## src/rtl/irqg_pkg.sv

```systemverilog
`timescale 1ns/1ps
// Package: shared constants for the privileged-mode interrupt gating controller.
// Assumes one flag register per bit and a fixed grant ordering by index.
package irqg_pkg;
    // Flag vector layout
    localparam int FLAG_W   = 3;
    localparam int FLAG_IF  = 0;
    localparam int FLAG_TF  = 1;
    localparam int FLAG_DBG = 2;

    // Grant vector layout, index 0 is highest priority
    localparam int SRC_W    = 3;
    localparam int SRC_NMI  = 0;
    localparam int SRC_INTR = 1;
    localparam int SRC_SWI  = 2;

    typedef logic [FLAG_W-1:0] flag_vec_t;
    typedef logic [SRC_W-1:0]  src_vec_t;
endpackage

```

## src/rtl/irqg_flag_unit.sv

```systemverilog
`timescale 1ns/1ps
// Module: irqg_flag_unit
// Tracks whether the core is inside the privileged mode and keeps the
// per-source enable flags. Entry snapshots and clears every flag; resume
// restores the snapshot; otherwise a set pulse raises its flag.
// Assumes entry and resume are single-cycle pulses; a pulse in the wrong
// mode is ignored so that the snapshot is never overwritten.
module irqg_flag_unit
    import irqg_pkg::*;
(
    input  logic      clk,
    input  logic      rst_n,
    input  logic      enter_i,
    input  logic      exit_i,
    input  flag_vec_t set_i,
    output logic      in_mode_o,
    output logic      enter_act_o,
    output logic      exit_act_o,
    output flag_vec_t flags_o
);
    logic      mode_q;
    flag_vec_t flag_q;
    flag_vec_t snap_q;

    // Qualify the pulses with the current mode
    assign enter_act_o = enter_i & ~mode_q;
    assign exit_act_o  = exit_i & mode_q;

    // Mode tracker: set on accepted entry, cleared on accepted resume
    always_ff @(posedge clk) begin
        if (!rst_n)
            mode_q <= 1'b0;
        else if (enter_act_o)
            mode_q <= 1'b1;
        else if (exit_act_o)
            mode_q <= 1'b0;
    end

    genvar g;
    generate
        for (g = 0; g < FLAG_W; g++) begin : g_flag
            // One flag with its entry snapshot: clear-and-save, restore, or set
            always_ff @(posedge clk) begin
                if (!rst_n) begin
                    flag_q[g] <= 1'b0;
                    snap_q[g] <= 1'b0;
                end else if (enter_act_o) begin
                    snap_q[g] <= flag_q[g];
                    flag_q[g] <= 1'b0;
                end else if (exit_act_o) begin
                    flag_q[g] <= snap_q[g];
                end else if (set_i[g]) begin
                    flag_q[g] <= 1'b1;
                end
            end
        end
    endgenerate

    assign in_mode_o = mode_q;
    assign flags_o   = flag_q;

    // an accepted entry leaves interrupts disabled
    assert_entry_clears_if_R2: assert property (@(posedge clk) disable iff (!rst_n)
        enter_act_o |=> !flags_o[FLAG_IF]);
    // an accepted entry leaves trap and debug disabled
    assert_entry_clears_traps_R3: assert property (@(posedge clk) disable iff (!rst_n)
        enter_act_o |=> (!flags_o[FLAG_TF] && !flags_o[FLAG_DBG]));
    // resume puts back the values saved at entry
    assert_exit_restores_R12: assert property (@(posedge clk) disable iff (!rst_n)
        exit_act_o |=> (flags_o == $past(snap_q)));
    // an entry pulse inside the mode keeps the flags
    assert_reentry_ignored_R12: assert property (@(posedge clk) disable iff (!rst_n)
        (enter_i && in_mode_o && !exit_i && set_i == '0) |=> $stable(flags_o));
endmodule

```

## src/rtl/irqg_nmi_unit.sv

```systemverilog
`timescale 1ns/1ps
// Module: irqg_nmi_unit
// Holds the non-maskable block and a one-deep request latch. Entry and a
// grant raise the block; IRET or resume lowers it. An edge always sets the
// latch, a grant clears it, and an edge in the grant cycle survives.
// Assumes nmi_edge_i is already a single-cycle edge indication.
module irqg_nmi_unit (
    input  logic clk,
    input  logic rst_n,
    input  logic enter_act_i,
    input  logic exit_act_i,
    input  logic iret_i,
    input  logic nmi_edge_i,
    input  logic take_i,
    output logic blocked_o,
    output logic pending_o
);
    logic blocked_q;
    logic pending_q;

    // Block state: raise on entry or grant, lower on IRET or resume
    always_ff @(posedge clk) begin
        if (!rst_n)
            blocked_q <= 1'b0;
        else if (enter_act_i || take_i)
            blocked_q <= 1'b1;
        else if (iret_i || exit_act_i)
            blocked_q <= 1'b0;
    end

    // One-deep latch: set by an edge, cleared by a grant
    always_ff @(posedge clk) begin
        if (!rst_n)
            pending_q <= 1'b0;
        else
            pending_q <= (pending_q & ~take_i) | nmi_edge_i;
    end

    assign blocked_o = blocked_q;
    assign pending_o = pending_q;

    // entry always leaves the request blocked
    assert_entry_blocks_R4: assert property (@(posedge clk) disable iff (!rst_n)
        enter_act_i |=> blocked_o);
    // a grant re-blocks
    assert_take_reblocks_R11: assert property (@(posedge clk) disable iff (!rst_n)
        take_i |=> blocked_o);
    // a grant with no fresh edge empties the latch
    assert_single_latch_R5: assert property (@(posedge clk) disable iff (!rst_n)
        (take_i && !nmi_edge_i) |=> !pending_o);
    // IRET lifts the block when nothing re-raises it
    assert_iret_unblocks_R6: assert property (@(posedge clk) disable iff (!rst_n)
        (iret_i && !take_i && !enter_act_i) |=> !blocked_o);
    // resume lifts the block when nothing re-raises it
    assert_exit_unblocks_R7: assert property (@(posedge clk) disable iff (!rst_n)
        (exit_act_i && !take_i) |=> !blocked_o);
endmodule

```

## src/rtl/irqg_arbiter.sv

```systemverilog
`timescale 1ns/1ps
// Module: irqg_arbiter
// Fixed-priority one-hot grant, index 0 highest. Purely combinational;
// the clock is only used by the checks.
// Assumes requests are already qualified by boundary and enables.
module irqg_arbiter #(
    parameter int N = 3
) (
    input  logic         clk,
    input  logic         rst_n,
    input  logic [N-1:0] req_i,
    output logic [N-1:0] grant_o
);
    // Walk from highest priority down, granting the first request seen
    always_comb begin
        logic taken;
        taken   = 1'b0;
        grant_o = '0;
        for (int i = 0; i < N; i++) begin
            if (req_i[i] && !taken) begin
                grant_o[i] = 1'b1;
                taken      = 1'b1;
            end
        end
    end

    // never more than one grant
    assert_onehot_grant_R10: assert property (@(posedge clk) disable iff (!rst_n)
        $onehot0(grant_o));
    // a grant only for a live request, and some grant when any request
    assert_grant_valid_R10: assert property (@(posedge clk) disable iff (!rst_n)
        ((grant_o & ~req_i) == '0) && ((req_i != '0) == (grant_o != '0)));
endmodule

```

## src/rtl/irq_gate_ctrl.sv

```systemverilog
`timescale 1ns/1ps
// Module: irq_gate_ctrl (top)
// Gates interrupt and trap sources while a core runs in a privileged
// management mode: clears flags on entry, blocks and latches the
// non-maskable request, restores flags on resume and grants one source
// per instruction boundary in the order non-maskable, maskable, software.
// Assumes all control inputs are single-cycle pulses, synchronous to clk.
module irq_gate_ctrl
    import irqg_pkg::*;
(
    input  logic clk,
    input  logic rst_n,
    input  logic mode_enter_i,
    input  logic mode_exit_i,
    input  logic iret_i,
    input  logic sti_i,
    input  logic tf_set_i,
    input  logic dbg_arm_i,
    input  logic boundary_i,
    input  logic intr_req_i,
    input  logic nmi_edge_i,
    input  logic swi_req_i,
    output logic in_mode_o,
    output logic if_o,
    output logic tf_o,
    output logic dbg_en_o,
    output logic take_nmi_o,
    output logic take_intr_o,
    output logic take_swi_o
);
    flag_vec_t flag_set;
    flag_vec_t flags;
    src_vec_t  req;
    src_vec_t  grant;
    logic      enter_act;
    logic      exit_act;
    logic      nmi_blocked;
    logic      nmi_pending;

    // Map the software set pulses onto the flag vector
    always_comb begin
        flag_set           = '0;
        flag_set[FLAG_IF]  = sti_i;
        flag_set[FLAG_TF]  = tf_set_i;
        flag_set[FLAG_DBG] = dbg_arm_i;
    end

    irqg_flag_unit u_flags (
        .clk         (clk),
        .rst_n       (rst_n),
        .enter_i     (mode_enter_i),
        .exit_i      (mode_exit_i),
        .set_i       (flag_set),
        .in_mode_o   (in_mode_o),
        .enter_act_o (enter_act),
        .exit_act_o  (exit_act),
        .flags_o     (flags)
    );

    irqg_nmi_unit u_nmi (
        .clk         (clk),
        .rst_n       (rst_n),
        .enter_act_i (enter_act),
        .exit_act_i  (exit_act),
        .iret_i      (iret_i),
        .nmi_edge_i  (nmi_edge_i),
        .take_i      (grant[SRC_NMI]),
        .blocked_o   (nmi_blocked),
        .pending_o   (nmi_pending)
    );

    // Qualify each source by boundary and its own enable
    always_comb begin
        req           = '0;
        req[SRC_NMI]  = boundary_i & nmi_pending & ~nmi_blocked;
        req[SRC_INTR] = boundary_i & intr_req_i & flags[FLAG_IF];
        req[SRC_SWI]  = boundary_i & swi_req_i;
    end

    irqg_arbiter #(.N(SRC_W)) u_arb (
        .clk     (clk),
        .rst_n   (rst_n),
        .req_i   (req),
        .grant_o (grant)
    );

    assign if_o        = flags[FLAG_IF];
    assign tf_o        = flags[FLAG_TF];
    assign dbg_en_o    = flags[FLAG_DBG];
    assign take_nmi_o  = grant[SRC_NMI];
    assign take_intr_o = grant[SRC_INTR];
    assign take_swi_o  = grant[SRC_SWI];

    // no non-maskable grant while blocked
    assert_nmi_held_R4: assert property (@(posedge clk) disable iff (!rst_n)
        nmi_blocked |-> !take_nmi_o);
    // maskable grant only with interrupts enabled
    assert_intr_needs_if_R2: assert property (@(posedge clk) disable iff (!rst_n)
        take_intr_o |-> if_o);
    // a software request is never held back by the mode
    assert_swi_pass_R8: assert property (@(posedge clk) disable iff (!rst_n)
        (boundary_i && swi_req_i && !take_nmi_o && !take_intr_o) |-> take_swi_o);
    // grants appear only at boundaries
    assert_grant_at_boundary_R10: assert property (@(posedge clk) disable iff (!rst_n)
        (take_nmi_o || take_intr_o || take_swi_o) |-> boundary_i);
endmodule

```

## config.mk

```make
export PLATFORM = sky130hd
export DESIGN_NAME = irq_gate_ctrl
export DESIGN_NICKNAME = d
export VERILOG_FILES = /design/src/rtl/irqg_pkg.sv /design/src/rtl/irqg_flag_unit.sv /design/src/rtl/irqg_nmi_unit.sv /design/src/rtl/irqg_arbiter.sv /design/src/rtl/irq_gate_ctrl.sv
export SDC_FILE = /design/constraint.sdc
export NUM_CORES = 1
export LEC_CHECK = 0
export ABC_AREA = 1
export BUFFER_PORTS_ARGS = -buffer_cell sky130_fd_sc_hd__buf_2
export CORE_AREA = 4 4 41 43
export DETAILED_ROUTE_END_ITERATION = 16
export DIE_AREA = 0 0 45 47
export PLACE_DENSITY = 0.66
export SYNTH_ARGS = -nofsm -noshare
export SYNTH_HDL_FRONTEND = slang
export SYNTH_SLANG_ARGS = --single-unit
```

## constraint.sdc

```tcl
create_clock -name clk -period 1.1 [get_ports clk]
set_input_delay 0.11 -clock clk [delete_from_list [all_inputs] [get_ports clk]]
set_output_delay 0.11 -clock clk [all_outputs]
set_load 0.005 [all_outputs]
```

==> results.py, run 1 <==
metrics = {
    "detailed_routing": {
        "routed_via_density": 4.34,
        "dr.pass1.iters": 4,
        "route.detailed.wl_per_inst_um": 9.52,
        "drt_iter0_drc": 5,
        "drcViolationCount": 0,
        "drt-total-wl_um": 885,
        "antenna_left": 0,
        "vias": 404,
    },
    "synth": {
        "synth.top_cells.by_area": "dfxtp_1 45%, nor2_1 17%, nand2_1 8.4%, inv_1 6.6%, nor3b_2 6.3%",
        "syn_nets": 68,
        "ys_seq_area_share_pct": 45.0,
        "yosys_warnings": 0,
        "ys_types": 11,
        "syn-cell-area_um2": 400,
        "ys_ff_latch": 9,
        "syn_inst": 56,
        "synth_top_area_share_pct": 45.0,
        "synth_top_area_cell": "dfxtp_1",
        "synth.avg_cell_area_um2": 7.15,
    },
    "worst_hold_path": {
        "min_path_cells": 3,
        "hold_path_end": "u_nmi.pending_o",
        "hold_start": "nmi_edge_i",
        "hold_class": "primary input to register",
    },
    "floorplanning": {
        "die_y_um": 47,
        "coreArea_um2": 1300,
        "start_util_pct": 30.8,
        "die_width_um": 45,
        "dieArea_um2": 2120,
        "num_io_pins": 19,
        "fp-row-count": 13,
    },
    "setup_path": {
        "crit_arrival_ps": 960,
        "path_cells": "inv_2 -> nand3_4 -> nand2_2 -> nor2_1 -> buf_2",
        "worstPathRequired_ps": 990,
        "cp_max_fo": 4,
        "r2r-start": "u_flags.in_mode_o",
        "rr_worst_depth": 5,
        "r2r_end": "u_nmi.blocked_o",
        "crit_family": "flip-flops",
        "r2r_setup_slack_ps": 210,
        "crit_path_start_kind": "register",
        "criticalPathCategory": "register to output port",
        "crit_slowest_cell": "dfxtp_2",
        "end_kind": "output port",
        "cpPeakStageDelay_ps": 330,
        "path_buf_inv": 2,
    },
    "power": {
        "ir_drop_v": 0.000609,
        "combPwrFrac_pct": 17.1,
        "p_switching_uw": 197,
        "netSwitchingFraction_pct": 26.3,
        "powerDensity_nw_per_um2": 1360,
        "pwr-share-clk_pct": 33.3,
        "intPower_uw": 554,
        "p_leak_nw": 0.311,
        "pwr-share-seq_pct": 49.6,
    },
    "sta": {
        "worstMarginPinSlew_ps": 163,
        "slew-limit-headroom_pct": 89.0,
        "skew_ps": 1.90,
        "fin_hold_ws_ps": 83.0,
        "slew_violations": 0,
        "fin_crit_sh_pct": 97.5,
        "hold_viol_final": 0,
        "max_freq_mhz": 933,
        "rsz0062_at_grt": "true",
        "finalCriticalPeriod_ps": 1070,
        "setup_viol_count_final": 0,
    },
    "cts": {
        "cts_tree": "yes",
        "cts-buffers-inserted": 3,
        "cts_root_buffer": "clkbuf_4",
        "cts_buffer_depth": 2,
        "clkSinkCount": 9,
        "clkLatencyLatePin_ps": 250,
        "ctsHtreeMaxLevel": 1,
        "path_clk_slew_ps": 60,
        "cts_hold_buf": 0,
    },
    "global_routing": {
        "overflow": 0,
        "grt_pass1_vias": 376,
        "antenna_found_initial": 0,
        "grt_max_degree": 8,
        "grt_pass1_wl_mm": 1.48,
        "grt_use_total_pct": 9.98,
    },
    "outcome": {
        "status": "completed",
    },
    "layout": {
        "diodes": 0,
        "final_util_pct": 42.5,
        "drive_above_1_share_pct": 41.0,
        "layout.nets": 91,
        "area_delta_synth_final_pct": 38.1,
    },
    "place": {
        "gp_congestion": 0.751,
        "dp_hpwl_um": 698,
        "io_buffers": 18,
    },
    "job": {
        "max_cap_violations": 0,
    },
}
==> registers in the layout (all words and copies together), names as in the netlist <==
| register | count |
|---|---|
| u_flags.snap_q | 3 |
| u_nmi.pending_o | 1 |
| u_flags.flags_o | 3 |
| u_flags.in_mode_o | 1 |
| u_nmi.blocked_o | 1 |
==> worst register-to-register path: stages, from the launching register on <==
cell and delay, ps:
dfxtp_1 390, nand2_2 120, inv_1 100, nor2_1 40, nor2_1 90, nor2_1 40
==> through the flow <==
| step | setup WS (ps) | cell area [µm²] | cells | total power [mW] | TNS, ps |
|---|---|---|---|---|---|
| global route | -54.5 | 553 | 93 | 0.806 | -77.1 |
| floorplan | 277 | 400 | 56 | 0.446 | 0 |
| detailed placement | 226 | 509 | 89 | 0.500 | 0 |
| global placement | 235 | 509 | 89 | 0.498 | 0 |
| finish | 28.0 | 553 | 93 | 0.751 | 0 |
| CTS | 9.25 | 544 | 93 | 0.763 | 0 |
==> power groups by stage <==
stage	clock network, mW	registers, mW	logic (mW)
after CTS	0.266	0.371	0.127
after global placement	0	0.377	0.121
after detailed placement	0	0.377	0.123
after floorplan	0	0.376	0.0709
after global routing	0.280	0.377	0.149
final	0.250	0.373	0.128
==> layout make-up <==
| type | instances | area [µm²] |
|---|---|---|
| clock buffers | 4 | 26.3 |
| fillers | 140 | 748 |
| inverters | 8 | 30.0 |
| multi-input cells | 39 | 205 |
| flip-flops and latches | 9 | 183 |
| well taps | 15 | 18.8 |
| repair buffers | 18 | 90.1 |
==> cells by family (layout without fill, tap and decap cells) <==
logic type | count (synthesis) | count (layout) | synth area share, %
compound gates | 6 | 6 | 7.50
flops | 9 | 9 | 45.0
buf+inv | 8 | 30 | 7.50
simple gates | 33 | 33 | 40.0
==> cells in the final DEF (no fill, tap or decap) <==
| cell type | count |
|---|---|
| nand2_4 | 2 |
| clkbuf_1 | 1 |
| dfxtp_1 | 7 |
| inv_2 | 2 |
| nand2_2 | 2 |
| nor2_1 | 18 |
| clkbuf_4 | 3 |
| nand2_1 | 8 |
| dfxtp_2 | 2 |
| nand3_4 | 1 |
| a21oi_1 | 1 |
| inv_1 | 6 |
| buf_2 | 18 |
| nor3b_2 | 2 |
| o21ai_0 | 5 |
==> per-layer routing <==
layer	GRT usage [%]	vias up	share of wire, %
li1	-	215	-
met1	11.9	171	42
met2	15.8	18	46
met3	2.30	0	12
met4	7.02	0	0
met5	0	-	0
==> synthesized netlist by cell type <==
cell type  count
nand2_1        9
o21ai_0        5
a21oi_1        1
inv_1          7
nand2_4        2
nor2_1        18
nand3_1        1
nand2_2        1
inv_2          1
nor3b_2        2
dfxtp_1        9
==> worst max path at each step <==
| stage | from | slack, ps | end | depth (start not counted) |
|---|---|---|---|---|
| after floorplan | u_flags.in_mode_o | 280 | u_nmi.blocked_o | 5 |
| after global placement | u_flags.in_mode_o | 240 | u_nmi.blocked_o | 5 |
| after detailed placement | u_flags.in_mode_o | 230 | u_nmi.blocked_o | 5 |
| after CTS | u_nmi.blocked_o | 9 | take_intr_o | 5 |
| after global routing | u_nmi.blocked_o | -50 | take_intr_o | 5 |
| final | u_nmi.blocked_o | 30 | take_intr_o | 5 |
==> timing repair <==
action / in CTS / in global routing
pin swaps: 0 / 3
setup endpoints to repair: 2 / 3
setup buffers: 0 / 0
cloned: 0 / 0
gates resized for setup: 3 / 3
Power figures use the tool's default switching activity.
==> run 2, diff against run 1 <==
Settings changed: PLACE_DENSITY 0.66 to 0.7, SYNTH_HIERARCHICAL set to 1, TNS_END_PERCENT set to 30.
==> results.py, run 2 <==
metrics = {
    "outcome": {
        "status": "completed",
    },
    "sta": {
        "fin_ws_ps": 26.5,
        "final.setup.tns_ps": 0,
        "finalCriticalPeriod_ps": 1070,
        "rsz0062_at_grt": "true",
        "skew_ps": 4.35,
        "fin_hold_ws_ps": 59.9,
        "fin_crit_sh_pct": 97.6,
        "hold_viol_final": 0,
        "slew_violations": 0,
        "setup_viol_count_final": 0,
        "max_freq_mhz": 932,
        "slew-limit-headroom_pct": 78.6,
        "worstMarginPinSlew_ps": 320,
    },
    "synth": {
        "synth_compound_area_share_pct": 3.30,
        "syn_inst": 74,
        "synth.top_cells.by_area": "dfxtp_1 40%, inv_1 15%, nor2_1 15%, nand2_1 11%, nand3_1 7.7%",
        "syn-cell-area_um2": 455,
        "syn_nets": 86,
        "synth_commonest_cells": "18 x inv_1, 18 x nor2_1, 13 x nand2_1",
        "synth_xor_area_share_pct": 0,
        "synthSimpleGateAreaFrac_pct": 39.8,
        "ys_seq_area_share_pct": 39.6,
        "ys_types": 12,
        "synthAdderAreaFrac_pct": 0,
        "async_reset_ff_share_pct": 0,
        "ys_ff_latch": 9,
        "synth.avg_cell_area_um2": 6.15,
        "synth_top_area_cell": "dfxtp_1",
        "synth_edf_count": 0,
        "synth_top_area_share_pct": 39.6,
        "synthMuxAreaShare_pct": 0,
        "synth_top_family_by_area": "simple AND/OR/NAND/NOR gates",
        "yosys_warnings": 6,
        "synthFlopType": "dfxtp_1",
    },
    "detailed_routing": {
        "vias": 476,
        "drt-total-wl_um": 967,
        "routed_via_density": 4.29,
        "drt_iter0_drc": 6,
        "route.detailed.wl_per_inst_um": 8.71,
        "antenna_left": 0,
        "dr.pass1.iters": 4,
        "drcViolationCount": 0,
    },
    "floorplanning": {
        "die_y_um": 47,
        "fp-row-count": 13,
        "coreArea_um2": 1300,
        "num_io_pins": 19,
        "dieArea_um2": 2120,
        "start_util_pct": 35.0,
        "die_width_um": 45,
    },
    "cts": {
        "path_clk_slew_ps": 60,
        "clkSinkCount": 9,
        "cts_root_buffer": "clkbuf_4",
        "cts_tree": "yes",
        "cts-buffers-inserted": 3,
        "ctsHtreeMaxLevel": 1,
        "clkLatencyLatePin_ps": 260,
        "cts_hold_buf": 0,
        "cts_buffer_depth": 2,
    },
    "layout": {
        "multi_input_area_um2": 209,
        "drive_above_1_share_pct": 34.4,
        "layout_common_cells": "18 x buf_2, 17 x inv_1, 16 x nor2_1",
        "ff_latch_area_um2": 183,
        "n_fill_cell": 156,
        "area_delta_synth_final_pct": 33.0,
        "diodes": 0,
        "layout.nets": 109,
        "final_common_cell": "buf_2",
    },
    "place": {
        "gp_congestion": 0.881,
        "io_buffers": 18,
        "dp_slack_ps": 118,
        "dp_hpwl_um": 748,
    },
    "global_routing": {
        "antenna_found_initial": 0,
        "grt_pass1_vias": 417,
        "grt_max_degree": 9,
        "grt_use_total_pct": 11.4,
        "grt_pass1_wl_mm": 1.66,
        "overflow": 0,
    },
    "setup_path": {
        "criticalPathCategory": "register to output port",
        "end_kind": "output port",
        "crit_arrival_ps": 960,
        "crit_path_start_kind": "register",
        "cp_max_fo": 5,
        "worstPathRequired_ps": 990,
    },
    "power": {
        "p_leak_nw": 0.344,
        "powerDensity_nw_per_um2": 1270,
        "ir_drop_v": 0.000616,
    },
    "job": {
        "max_cap_violations": 0,
    },
    "worst_hold_path": {
        "hold_class": "primary input to register",
    },
}
-- run 2: metal layers --
layer / GRT usage [%] / part of all wire (%) / vias to the layer above
li1: - / - / 258
met1: 11.9 / 44 / 194
met2: 18.1 / 41 / 21
met3: 4.98 / 12 / 3
met4: 8.77 / 2.6 / 0
met5: 0 / 0 / -
-- run 2: worst paths after layout --
| kind | from | endpoint | slack (ps) | cells past startpoint |
|---|---|---|---|---|
| setup reg to reg | u_flags/in_mode_o | u_nmi/blocked_o | 120 | 5 |
| hold reg to reg | u_flags/snap_q[1] | u_flags/snap_q[1] | 490 | 2 |
| hold / removal | nmi_edge_i | u_nmi/pending_o | 60 | 3 |
| setup / recovery | u_nmi/pending_o | take_intr_o | 30 | 4 |
-- run 2: layout make-up --
class / count / area share [%]
clock buffers: 4 / 4.34
inverters: 19 / 11.8
multi-input cells: 45 / 34.5
flip-flops and latches: 9 / 30.2
well taps: 15 / 3.10
repair buffers: 19 / 16.1
-- run 2: timing repair --
| item | CTS | global route |
|---|---|---|
| endpoints found under the setup margin | 3 | 3 |
| pin swaps | 1 | 3 |
| setup buffers | 1 | 0 |
| gates resized for setup | 3 | 4 |
-- run 2: cells by family after synthesis --
family	count (synthesis)
AO/OA/AOI/OAI	3
flip-flops	9
buffers and inverters	20
AND/OR/NAND/NOR	42
-- run 2: through the flow --
stage	power (mW)	instances	util [%]	cell area, µm²
floorplan	0.461	74	-	455
global placement	0.513	106	42.8	557
detailed placement	0.514	106	42.8	557
CTS	0.783	111	46.1	599
global route	0.835	111	46.5	606
finish	0.772	111	46.5	606
-- run 2: report_power, final --
| group | switching (mW) | internal, mW | total, mW |
|---|---|---|---|
| Sequential | 0.0229 | 0.354 | 0.377 |
| Combinational | 0.0760 | 0.0662 | 0.142 |
| Clock | 0.113 | 0.140 | 0.252 |
| Total | 0.212 | 0.560 | 0.772 |
-- run 2: critical path: stages, from the launching register on --
cell and delay [ps]:
dfxtp_2 330, nand2_2 60, nor2_4 150, nor2_1 50
buf_2 120
==> run 3, diff against run 2 <==
Settings changed: SETUP_SLACK_MARGIN set to 0.5.
==> results.py, run 3 (synthesized netlist as in run 2, its figures left out) <==
metrics = {
    "worst_hold_path": {
        "min_path_cells": 3,
        "hold_start": "nmi_edge_i",
        "hold_class": "primary input to register",
        "hold_path_end": "u_nmi/pending_o",
    },
    "sta": {
        "worstMarginPinSlew_ps": 192,
        "slew_violations": 0,
        "max_freq_mhz": 941,
        "skew_ps": 2.97,
        "slew-limit-headroom_pct": 87.2,
        "rsz0062_at_grt": "true",
        "setup_viol_count_final": 0,
        "finalCriticalPeriod_ps": 1060,
        "fin_ws_ps": 37.4,
        "fin_crit_sh_pct": 96.6,
        "hold_viol_final": 0,
    },
    "setup_path": {
        "cp_max_fo": 2,
        "end_kind": "output port",
        "rr_worst_depth": 7,
        "r2r_end": "u_nmi/pending_o",
        "cpPeakStageDelay_ps": 330,
        "r2r_setup_slack_ps": 90,
        "crit_arrival_ps": 950,
        "crit_slowest_cell": "dfxtp_2",
        "crit_family": "flip-flops",
        "crit_path_start_kind": "register",
        "criticalPathCategory": "register to output port",
        "path_cells": "inv_2 -> nor2_2 -> inv_2 -> nand2_2 -> nor2_2 -> buf_2",
        "worstPathRequired_ps": 990,
        "r2r-start": "u_nmi/pending_o",
        "path_buf_inv": 3,
    },
    "layout": {
        "drive_above_1_share_pct": 52.5,
        "ff_latch_area_um2": 189,
        "layout.nets": 112,
        "diodes": 0,
        "area_delta_synth_final_pct": 59.3,
        "final_util_pct": 55.8,
        "n_fill_cell": 146,
        "final_area_um2": 726,
        "layout_common_cells": "15 x inv_1, 15 x buf_2, 14 x nor2_1",
        "multi_input_area_um2": 272,
        "layout.cells.non_filler": 114,
    },
    "global_routing": {
        "grt_max_degree": 9,
        "antenna_found_initial": 0,
        "overflow": 0,
        "grt_pass1_vias": 512,
        "grt_use_total_pct": 14.1,
        "grt_pass1_wl_mm": 2.08,
    },
    "outcome": {
        "status": "completed",
    },
    "place": {
        "dp_cells": 106,
        "io_buffers": 18,
        "dp_hpwl_um": 777,
        "placed_area_um2": 567,
        "dp_slack_ps": 199,
        "gp_congestion": 0.784,
    },
    "cts": {
        "clkLatencyLatePin_ps": 260,
        "cts_buffer_depth": 2,
        "cts_root_buffer": "clkbuf_4",
        "ctsHtreeMaxLevel": 1,
        "cts_tree": "yes",
        "cts-buffers-inserted": 3,
        "clkSinkCount": 9,
        "path_clk_slew_ps": 60,
    },
    "floorplanning": {
        "die_y_um": 47,
        "start_util_pct": 35.0,
        "dieArea_um2": 2120,
        "die_width_um": 45,
        "coreArea_um2": 1300,
        "num_io_pins": 19,
        "fp-row-count": 13,
    },
    "detailed_routing": {
        "antenna_left": 0,
        "drcViolationCount": 0,
        "vias": 512,
        "drt_iter0_drc": 18,
        "drt-total-wl_mm": 1.26,
        "dr.pass1.iters": 4,
        "route.detailed.wl_per_inst_um": 11.0,
        "routed_via_density": 4.49,
    },
    "power": {
        "p_leak_nw": 0.387,
        "pwr-share-seq_pct": 45.7,
        "netSwitchingFraction_pct": 29.4,
        "ir_drop_v": 0.000545,
        "intPower_uw": 591,
        "powerDensity_nw_per_um2": 1150,
        "p_switching_uw": 246,
        "pwr-share-clk_pct": 30.3,
        "power_uw": 837,
        "combPwrFrac_pct": 24.0,
    },
    "job": {
        "max_cap_violations": 0,
    },
}
==> run 3: cell types whose count changed in the layout (fill, tap and decap cells not counted), sizes merged <==
cell / previous run / this run
buf: 19 / 22
==> run 3: power by group through the flow <==
stage | sequential [mW] | combinational [mW] | clock [mW]
2_1_floorplan | 0.381 | 0.0833 | 0
3_3_place_gp | 0.382 | 0.133 | 0
3_5_place_dp | 0.383 | 0.137 | 0
4_1_cts | 0.379 | 0.179 | 0.263
5_1_grt | 0.387 | 0.225 | 0.281
6_report | 0.382 | 0.201 | 0.254
==> run 3: worst register-to-register path: cells and delay by family, from the launching register on <==
| family | cells | cell delay (ps) |
|---|---|---|
| buffers and inverters | 3 | 260 |
| and+or+nand+nor | 3 | 210 |
| DFF | 1 | 340 |
| AOI/OAI and AO/OA | 1 | 100 |
==> run 3: timing repair <==
item                       4_1_cts  5_1_grt
pin swaps                       18       13
gates resized for setup         18       10
cloned                           0        0
setup endpoints to repair       16       16
hold buffers                     0        0
setup buffers                    3        1
==> run 3: stage by stage <==
stage / hold slack [ps] / TNS (ps)
after floorplan: 227 / 0
after global placement: 322 / 0
after detailed placement: 335 / 0
after CTS: 66.3 / -1.13
after global routing: 87.4 / -37.3
final: 64.9 / 0
==> run 3: worst max path at each step <==
stage                       start               to  slack, ps  cells past startpoint
4_1_cts        u_flags/flags_o[0]       take_swi_o         -1                      6
5_1_grt        u_flags/flags_o[0]       take_swi_o        -30                      6
6_report       u_flags/flags_o[0]       take_swi_o         40                      6
2_1_floorplan     u_nmi/pending_o  u_nmi/pending_o        200                      6
3_3_place_gp   u_flags/flags_o[0]       take_swi_o        220                      6
3_5_place_dp   u_flags/flags_o[0]       take_swi_o        200                      6
==> run 3: routing by layer <==
layer / part of all wire, % / global-route usage (%)
met1: 39 / 13.5
met2: 52 / 26.8
met3: 7.6 / 3.45
met4: 0.88 / 8.77
met5: 0 / 0
==> run 3: cell type report <==
type	count	area share, %
multi-input combinational	45	37.4
sequential	9	26.0
timing repair buffer	22	20.2
inverter	19	10.2
clock buffer	4	3.62
tap	15	2.59
